<file path="src/rtl/dma_swap_pkg.sv">
package dma_swap_pkg;
   typedef enum logic [1:0] {
      DW_BYTE = 2'b00,
      DW_HALF = 2'b01,
      DW_WORD = 2'b10,
      DW_RSVD = 2'b11
   } dw_code_e;

   typedef enum int {
      PERM_MID  = 0,
      PERM_BYTE = 1,
      PERM_HALF = 2
   } perm_kind_e;
endpackage

</file>
<file path="src/rtl/lane_permute.sv">
module lane_permute
   import dma_swap_pkg::*;
#(
   parameter int         LANE_W = 8,
   parameter int         LANES  = 4,
   parameter perm_kind_e KIND   = PERM_MID
) (
   input  logic                     en,
   input  logic [LANES*LANE_W-1:0]  d_in,
   input  logic [LANES-1:0]         be_in,
   output logic [LANES*LANE_W-1:0]  d_out,
   output logic [LANES-1:0]         be_out
);
   localparam int DW = LANES * LANE_W;

   if (LANES != 4) begin : g_bad_lanes
      $error("lane_permute: LANES must be 4");
   end
   if (LANE_W < 1) begin : g_bad_width
      $error("lane_permute: LANE_W must be positive");
   end

   logic [DW-1:0]    swapped_d;
   logic [LANES-1:0] swapped_be;

   for (genvar i = 0; i < LANES; i++) begin : g_lane
      localparam int P = (KIND == PERM_MID)  ? ((i == 1) ? 2 : (i == 2) ? 1 : i) :
                         (KIND == PERM_BYTE) ? (i ^ 1) :
                                               (i ^ 2);
      assign swapped_d[i*LANE_W +: LANE_W] = d_in[P*LANE_W +: LANE_W];
      assign swapped_be[i]                 = be_in[P];
   end

   assign d_out  = en ? swapped_d  : d_in;
   assign be_out = en ? swapped_be : be_in;
endmodule

</file>
<file path="src/rtl/stage_reg.sv">
module stage_reg #(
   parameter int W = 36
) (
   input  logic         clk,
   input  logic         rst_n,
   input  logic         s_valid,
   output logic         s_ready,
   input  logic [W-1:0] s_payload,
   output logic         m_valid,
   input  logic         m_ready,
   output logic [W-1:0] m_payload
);
   if (W < 1) begin : g_bad_w
      $error("stage_reg: W must be positive");
   end

   logic         full_q;
   logic [W-1:0] hold_q;

   assign s_ready   = !full_q || m_ready;
   assign m_valid   = full_q;
   assign m_payload = hold_q;

   always_ff @(posedge clk or negedge rst_n) begin
      if (!rst_n) begin
         full_q <= 1'b0;
         hold_q <= '0;
      end else begin
         if (s_valid && s_ready) begin
            full_q <= 1'b1;
            hold_q <= s_payload;
         end else if (m_ready) begin
            full_q <= 1'b0;
         end
      end
   end
endmodule

</file>
<file path="src/rtl/dma_lane_swap.sv">
module dma_lane_swap
   import dma_swap_pkg::*;
#(
   parameter int LANE_W = 8,
   parameter int LANES  = 4
) (
   input  logic                    clk,
   input  logic                    rst_n,
   input  logic [1:0]              src_width,
   input  logic                    src_bxch,
   input  logic [1:0]              dst_width,
   input  logic                    dst_bxch,
   input  logic                    dst_hxch,
   input  logic                    in_valid,
   output logic                    in_ready,
   input  logic [LANES*LANE_W-1:0] in_data,
   input  logic [LANES-1:0]        in_be,
   output logic                    out_valid,
   input  logic                    out_ready,
   output logic [LANES*LANE_W-1:0] out_data,
   output logic [LANES-1:0]        out_be
);
   localparam int DW = LANES * LANE_W;
   localparam int PW = DW + LANES;

   if (LANES != 4) begin : g_bad_lanes
      $error("dma_lane_swap: LANES must be 4");
   end

   logic en_src, en_db, en_dh;
   always_comb begin
      en_src = src_bxch && (dw_code_e'(src_width) == DW_WORD);
      en_db  = dst_bxch && ((dw_code_e'(dst_width) == DW_HALF) ||
                            (dw_code_e'(dst_width) == DW_WORD));
      en_dh  = dst_hxch && (dw_code_e'(dst_width) == DW_WORD);
   end

   logic [DW-1:0]    d_s, d_b, d_h;
   logic [LANES-1:0] e_s, e_b, e_h;

   lane_permute #(.LANE_W(LANE_W), .LANES(LANES), .KIND(PERM_MID)) u_src (
      .en(en_src), .d_in(in_data), .be_in(in_be), .d_out(d_s), .be_out(e_s));

   lane_permute #(.LANE_W(LANE_W), .LANES(LANES), .KIND(PERM_BYTE)) u_dbyte (
      .en(en_db), .d_in(d_s), .be_in(e_s), .d_out(d_b), .be_out(e_b));

   lane_permute #(.LANE_W(LANE_W), .LANES(LANES), .KIND(PERM_HALF)) u_dhalf (
      .en(en_dh), .d_in(d_b), .be_in(e_b), .d_out(d_h), .be_out(e_h));

   logic [PW-1:0] pay_out;

   stage_reg #(.W(PW)) u_reg (
      .clk(clk), .rst_n(rst_n),
      .s_valid(in_valid), .s_ready(in_ready), .s_payload({e_h, d_h}),
      .m_valid(out_valid), .m_ready(out_ready), .m_payload(pay_out));

   assign out_data = pay_out[DW-1:0];
   assign out_be   = pay_out[PW-1:DW];
endmodule

</file>
<file path="config.mk">
export PLATFORM = sky130hd
export DESIGN_NAME = dma_lane_swap
export DESIGN_NICKNAME = d
export VERILOG_FILES = /design/src/rtl/dma_swap_pkg.sv /design/src/rtl/lane_permute.sv /design/src/rtl/stage_reg.sv /design/src/rtl/dma_lane_swap.sv
export SDC_FILE = /design/constraint.sdc
export NUM_CORES = 1
export LEC_CHECK = 0
export BUFFER_PORTS_ARGS = -buffer_cell sky130_fd_sc_hd__buf_2
export CAP_MARGIN = 40
export CORE_AREA = 3 3 66 115
export CTS_BUF_LIST = sky130_fd_sc_hd__clkbuf_16
export DETAILED_ROUTE_END_ITERATION = 7
export DIE_AREA = 0 0 69 118
export REMOVE_ABC_BUFFERS = 1
export SETUP_SLACK_MARGIN = 0.3
export SKIP_LAST_GASP = 1
export SLEW_MARGIN = 25
export SYNTH_ARGS = -nofsm -noshare
export SYNTH_HDL_FRONTEND = slang
export SYNTH_SLANG_ARGS = --single-unit
</file>
<file path="constraint.sdc">
create_clock -name clk -period 1.5 [get_ports clk]
set_input_delay 0.075 -clock clk [delete_from_list [all_inputs] [get_ports clk]]
set_output_delay 0.075 -clock clk [all_outputs]
set_load 0.01 [all_outputs]
</file>
* After elaboration in Yosys (flattened, before gate mapping)
Cells that the tools add are included.
Operators by class: multiplexer cells 8, equality and inequality tests 3, reductions and logical operators 8
Operators by type and width (number):
- $mux W32 | 2
- $mux W24 | 1
- $mux W4 | 2
- $eq A2 B2 Y1 const B | 2
- $logic_and A1 B1 Y1 | 4
- $mux W3 | 1
- $eq A2 B1 Y1 const B | 1
- $logic_or A1 B1 Y1 | 2
- $mux W1 | 2
- $reduce_bool A2 Y1 | 1
- $logic_not A1 Y1 | 1
Storage, ports and cells: output and inout port bits 38, register bits after elaboration 37

* Longest topological paths before layout
depth in word-level cells 5, gate-level depth with buffers 8, gate-level depth less buffers 6

* Cells and area by module
A second synthesis with hierarchy kept.
Unflattened totals: cells, all modules 202, area total of the unflattened synthesis 3131.8 um^2
Modules (own cells, without submodules):
- stage_reg | area each 1508.9 um^2, seq. area each 925.9 um^2, cells an instance 79, instances 1
- lane_permute at u_dbyte ... | area each 589.3 um^2, seq. area each 0.0 um^2, cells an instance 40, instances 2
- lane_permute at u_src | area each 406.6 um^2, seq. area each 0.0 um^2, cells an instance 38, instances 1
- dma_lane_swap | area each 37.5 um^2, seq. area each 0.0 um^2, cells an instance 5, instances 1

* Worst setup path after synthesis
OpenSTA, ideal clock, no wires.
path type reg-to-reg, start point register u_reg.full_q, in the netlist u_reg.m_valid, end point register u_reg.hold_q[10], in the netlist u_reg.m_payload[10], clock period less this slack 1.357 ns, data required time 1.413 ns, cell stages (with the launch flop) 7, setup time 0.087 ns, path buffers 2, slack 0.143 ns, data arrival time 1.270 ns, cell sequence dfrtp_1 > nand2b_2 > and2_1 > buf_2 > buf_2 > o211ai_1 > o211ai_1
Between the ends: word-level cells in the longest chain between the ends 3
Ends and longest elaborated chain:
- start, declared | line stage_reg.sv:17 | logic full_q;
- start signal, assigned | line stage_reg.sv:26 | full_q <= 1'b0;
- start signal, assigned | line stage_reg.sv:30 | full_q <= 1'b1;
- start signal, assigned | line stage_reg.sv:33 | full_q <= 1'b0;
- $logic_not A1 Y1 | line stage_reg.sv:20 | assign s_ready = !full_q || m_ready;
- $logic_or A1 B1 Y1 | line stage_reg.sv:20
- net in_ready | line dma_lane_swap.sv:15 | output logic in_ready,
- $logic_and A1 B1 Y1 | line stage_reg.sv:29 | if (s_valid && s_ready) begin
- end signal, assigned | line stage_reg.sv:31 | hold_q <= s_payload;
- end, declared | line stage_reg.sv:18 | logic [W-1:0] hold_q;
The timed path passes the listed nets, and every way through them passes these cells. A chain may end at the register's enable or synchronous reset.

* Worst setup path after layout
start point input port dst_width[0], end point register u_reg.hold_q[8], in the netlist u_reg.m_payload[8]
Between the ends: word-level cells in the longest chain between the ends 5
Ends and longest elaborated chain:
- start, declared | line dma_lane_swap.sv:11 | input logic [1:0] dst_width,
- $eq A2 B1 Y1 / $eq A2 B2 Y1 (equally long branches) | line dma_lane_swap.sv:33, dma_lane_swap.sv:34, dma_lane_swap.sv:35
- $logic_or A1 B1 Y1 | line dma_lane_swap.sv:33 | en_db = dst_bxch && ((dw_code_e'(dst_width) == DW_HALF) ||
- $logic_and A1 B1 Y1 | line dma_lane_swap.sv:33
- $mux W32 | line lane_permute.sv:34 | assign d_out = en ? swapped_d : d_in;
- $mux W32 * | line lane_permute.sv:34
Mark *: on every way between the ends. The rest lies on a longest branch, timed or not.

==> results.py <==
metrics = {
    "outcome": {
        "status": "completed",
    },
    "synthesis": {
        "yosys_warnings": 0,
        "ys_seq_elements": 37,
        "synth_top_area_share_pct": 34.6,
        "synth.distinct_cells": 23,
        "yosysTopAreaCell": "dfrtp_1",
        "synth.avg_cell_area_um2": 9.80,
        "synthesis.area_um2": 2680,
        "seq_area_frac_synth_pct": 34.6,
        "synth-main-ff-cell": "dfrtp_1",
        "synthArstFlopShare_pct": 100,
        "synth_commonest_cells": "o211ai_1 (55), nand2_1 (38), dfrtp_1 (37), o2111ai_1 (36), buf_2 (18)",
        "synth.most_common_cell": "o211ai_1",
        "synth_edf_count": 0,
        "synthCells": 273,
        "ys_top_cells_by_area": "dfrtp_1 (35%), o211ai_1 (15%), o2111ai_1 (12%)",
    },
    "clock_tree": {
        "cts.reportedPaths.clkPinSlew_ps": 60,
        "cts_max_level": 2,
        "numCtsBuffers": 5,
        "cts_root_buf": "clkbuf_16",
        "worst_skew_pair.late_latency_ps": 290,
        "cts_num_sinks": 37,
        "cts_tree": "yes",
        "cts.path.max_buffers": 2,
    },
    "global_routing": {
        "grt_antenna_before_repair": 0,
        "gr-total-overflow": 0,
        "grt_pass1_wl_um": 13300,
        "grt_pass1_vias": 2758,
        "grt_start_max_net_pins": 38,
        "track_usage_pct": 19.8,
    },
    "detailed_routing": {
        "drtIter0Drc": 142,
        "drt_first_pass_iters": 4,
        "drc": 0,
        "wl_um": 8280,
        "vias_per_cell": 6.09,
        "drt-wirelength-per-cell_um": 18.3,
        "vias": 2751,
        "ant_nets": 0,
    },
    "hold_path": {
        "hp-class": "input port to flip-flop",
    },
    "pwr": {
        "leakagePower_uw": 0.00161,
        "peakVddDrop_uv": 683,
        "powerDensity_nw_per_um2": 926,
        "p_total_uw": 3430,
    },
    "timing": {
        "rsz0062_at_grt": "yes",
        "period_needed_ps": 1260,
        "hold_viol": 0,
        "period_share_pct": 84.1,
        "worst_pin_slew_ps": 503,
        "final_max_slew_viol_count": 0,
        "relSlewSlack_pct": 66.5,
        "fin_skew_ps": 5.73,
        "setup_violations": 0,
        "fmax_ghz": 0.792,
    },
    "place": {
        "gp_congestion": 0.770,
        "portBuffers": 84,
        "dp_hpwl_um": 5520,
        "place_inst": 429,
    },
    "finish": {
        "final_layout_size_suffix_gt1_share_pct": 45.1,
        "instances_no_fill": 452,
        "antennaDiodeCount": 0,
        "layout.nets": 415,
        "synthToLayoutAreaGrowth_pct": 38.3,
    },
    "floorplanning": {
        "fp-row-count": 40,
        "initial_core_util_pct": 39.3,
        "die_h_um": 118,
        "dieArea_um2": 8140,
        "coreArea_um2": 6810,
        "num_io_pins": 85,
        "die_w_um": 69,
    },
    "critical_path": {
        "required_ps": 1660,
        "r2r_slack_ps": 260,
        "end_kind": "flip-flop",
        "startpoint_type": "input port",
        "cp_max_fo": 5,
        "cp.arrival_ps": 1420,
        "worstSetupPathType": "input port to flip-flop",
    },
    "job": {
        "max_cap_viol_count": 0,
    },
}
## flip-flops by register name (all words and copies together), names as in the netlist
signal           flops
u_reg.m_payload     36
u_reg.m_valid        1
## report_power, final
part | total (µW) | internal [µW] | switching [µW]
Sequential | 1260 | 1180 | 87.5
Combinational | 1160 | 549 | 612
Clock | 1000 | 598 | 406
Total | 3430 | 2320 | 1110
## final timing paths
kind	to	from	depth (start not counted)
worst min-delay path	u_reg.m_valid	in_valid	2
max in group asynchronous	u_reg.m_payload[35]	rst_n	3
worst max register to register	u_reg.m_payload[4]	u_reg.m_valid	5
worst max-delay path	u_reg.m_payload[8]	dst_width[0]	11
worst min register to register	u_reg.m_payload[24]	u_reg.m_payload[24]	2
min in group asynchronous	u_reg.m_payload[17]	rst_n	3
## repair_timing
item                                    CTS  global route
endpoints found under the setup margin   35            36
pin swaps                                 6            14
hold buffers                              1             0
setup buffers                             2             8
hold endpoints to repair                 37             0
gates resized for setup                   7            12
gates cloned                              2             2
## cell usage in the layout, fill, tap and decap left out
cell type,instances
inv_4,1
o2111ai_2,5
buf_4,20
nand2b_1,1
nand3b_4,1
buf_12,11
and2_1,1
nor2b_4,1
nand2b_4,2
o211ai_1,55
buf_2,82
dlygate4sd3_1,1
and2_4,1
clkbuf_16,6
and4b_1,5
o2111ai_1,31
nand4b_1,9
inv_1,12
a211o_1,11
a211o_2,7
buf_6,4
and3b_1,1
buf_16,2
ha_4,1
nand2_1,38
and4b_2,4
clkbuf_4,1
o211ai_2,17
dfrtp_1,37
## per-layer routing
metal	GRT usage [%]	part of all wire (%)	up-vias	wire length (µm)
met5	0	0	-	0
met3	3.68	4.1	13	341
met4	8.56	2.3	0	187
met1	22.9	41	1367	3400
met2	34.9	53	70	4350
li1	-	-	1301	-
## cell families after synthesis
family                   after synthesis  share of synthesized area (%)
flip-flops                            37                           34.6
AO/OA/AOI/OAI                        126                           41.4
adder cells (fa/ha/maj)                1                          0.467
buffers and inverters                 45                           9.16
AND/OR/NAND/NOR                       64                           14.4
## critical path, cell delays in order
cell and delay [ps]:
buf_6 70, inv_4 30, ha_4 250, buf_6 90, nor2b_4 40, buf_12 130
buf_12 120, clkbuf_16 140, a211o_1 260, o2111ai_1 80, o211ai_1 120
## through the flow
step                      worst slack, ps  setup TNS [ps]  utilization, %  hold slack (ps)  area (µm²)
after detailed placement            -19.5           -66.5            48.0              176        3270
after floorplan                     -1300          -40950               -             -221        2470
after global routing                  174               0            54.4             23.3        3700
final                                 238               0            54.4             18.8        3700
after global placement               9.40               0            48.0              150        3270
after CTS                             258               0            51.7             11.7        3520
## cell type report
type	count	area (µm²)
Fill cell	645	3100
Clock inverter	3	11.3
Inverter	10	40.0
Multi-Input combinational cell	191	1570
Timing Repair Buffer	122	923
Tap cell	84	105
Sequential cell	37	926
Clock buffer	5	125
(Power assumes the default switching activity.)
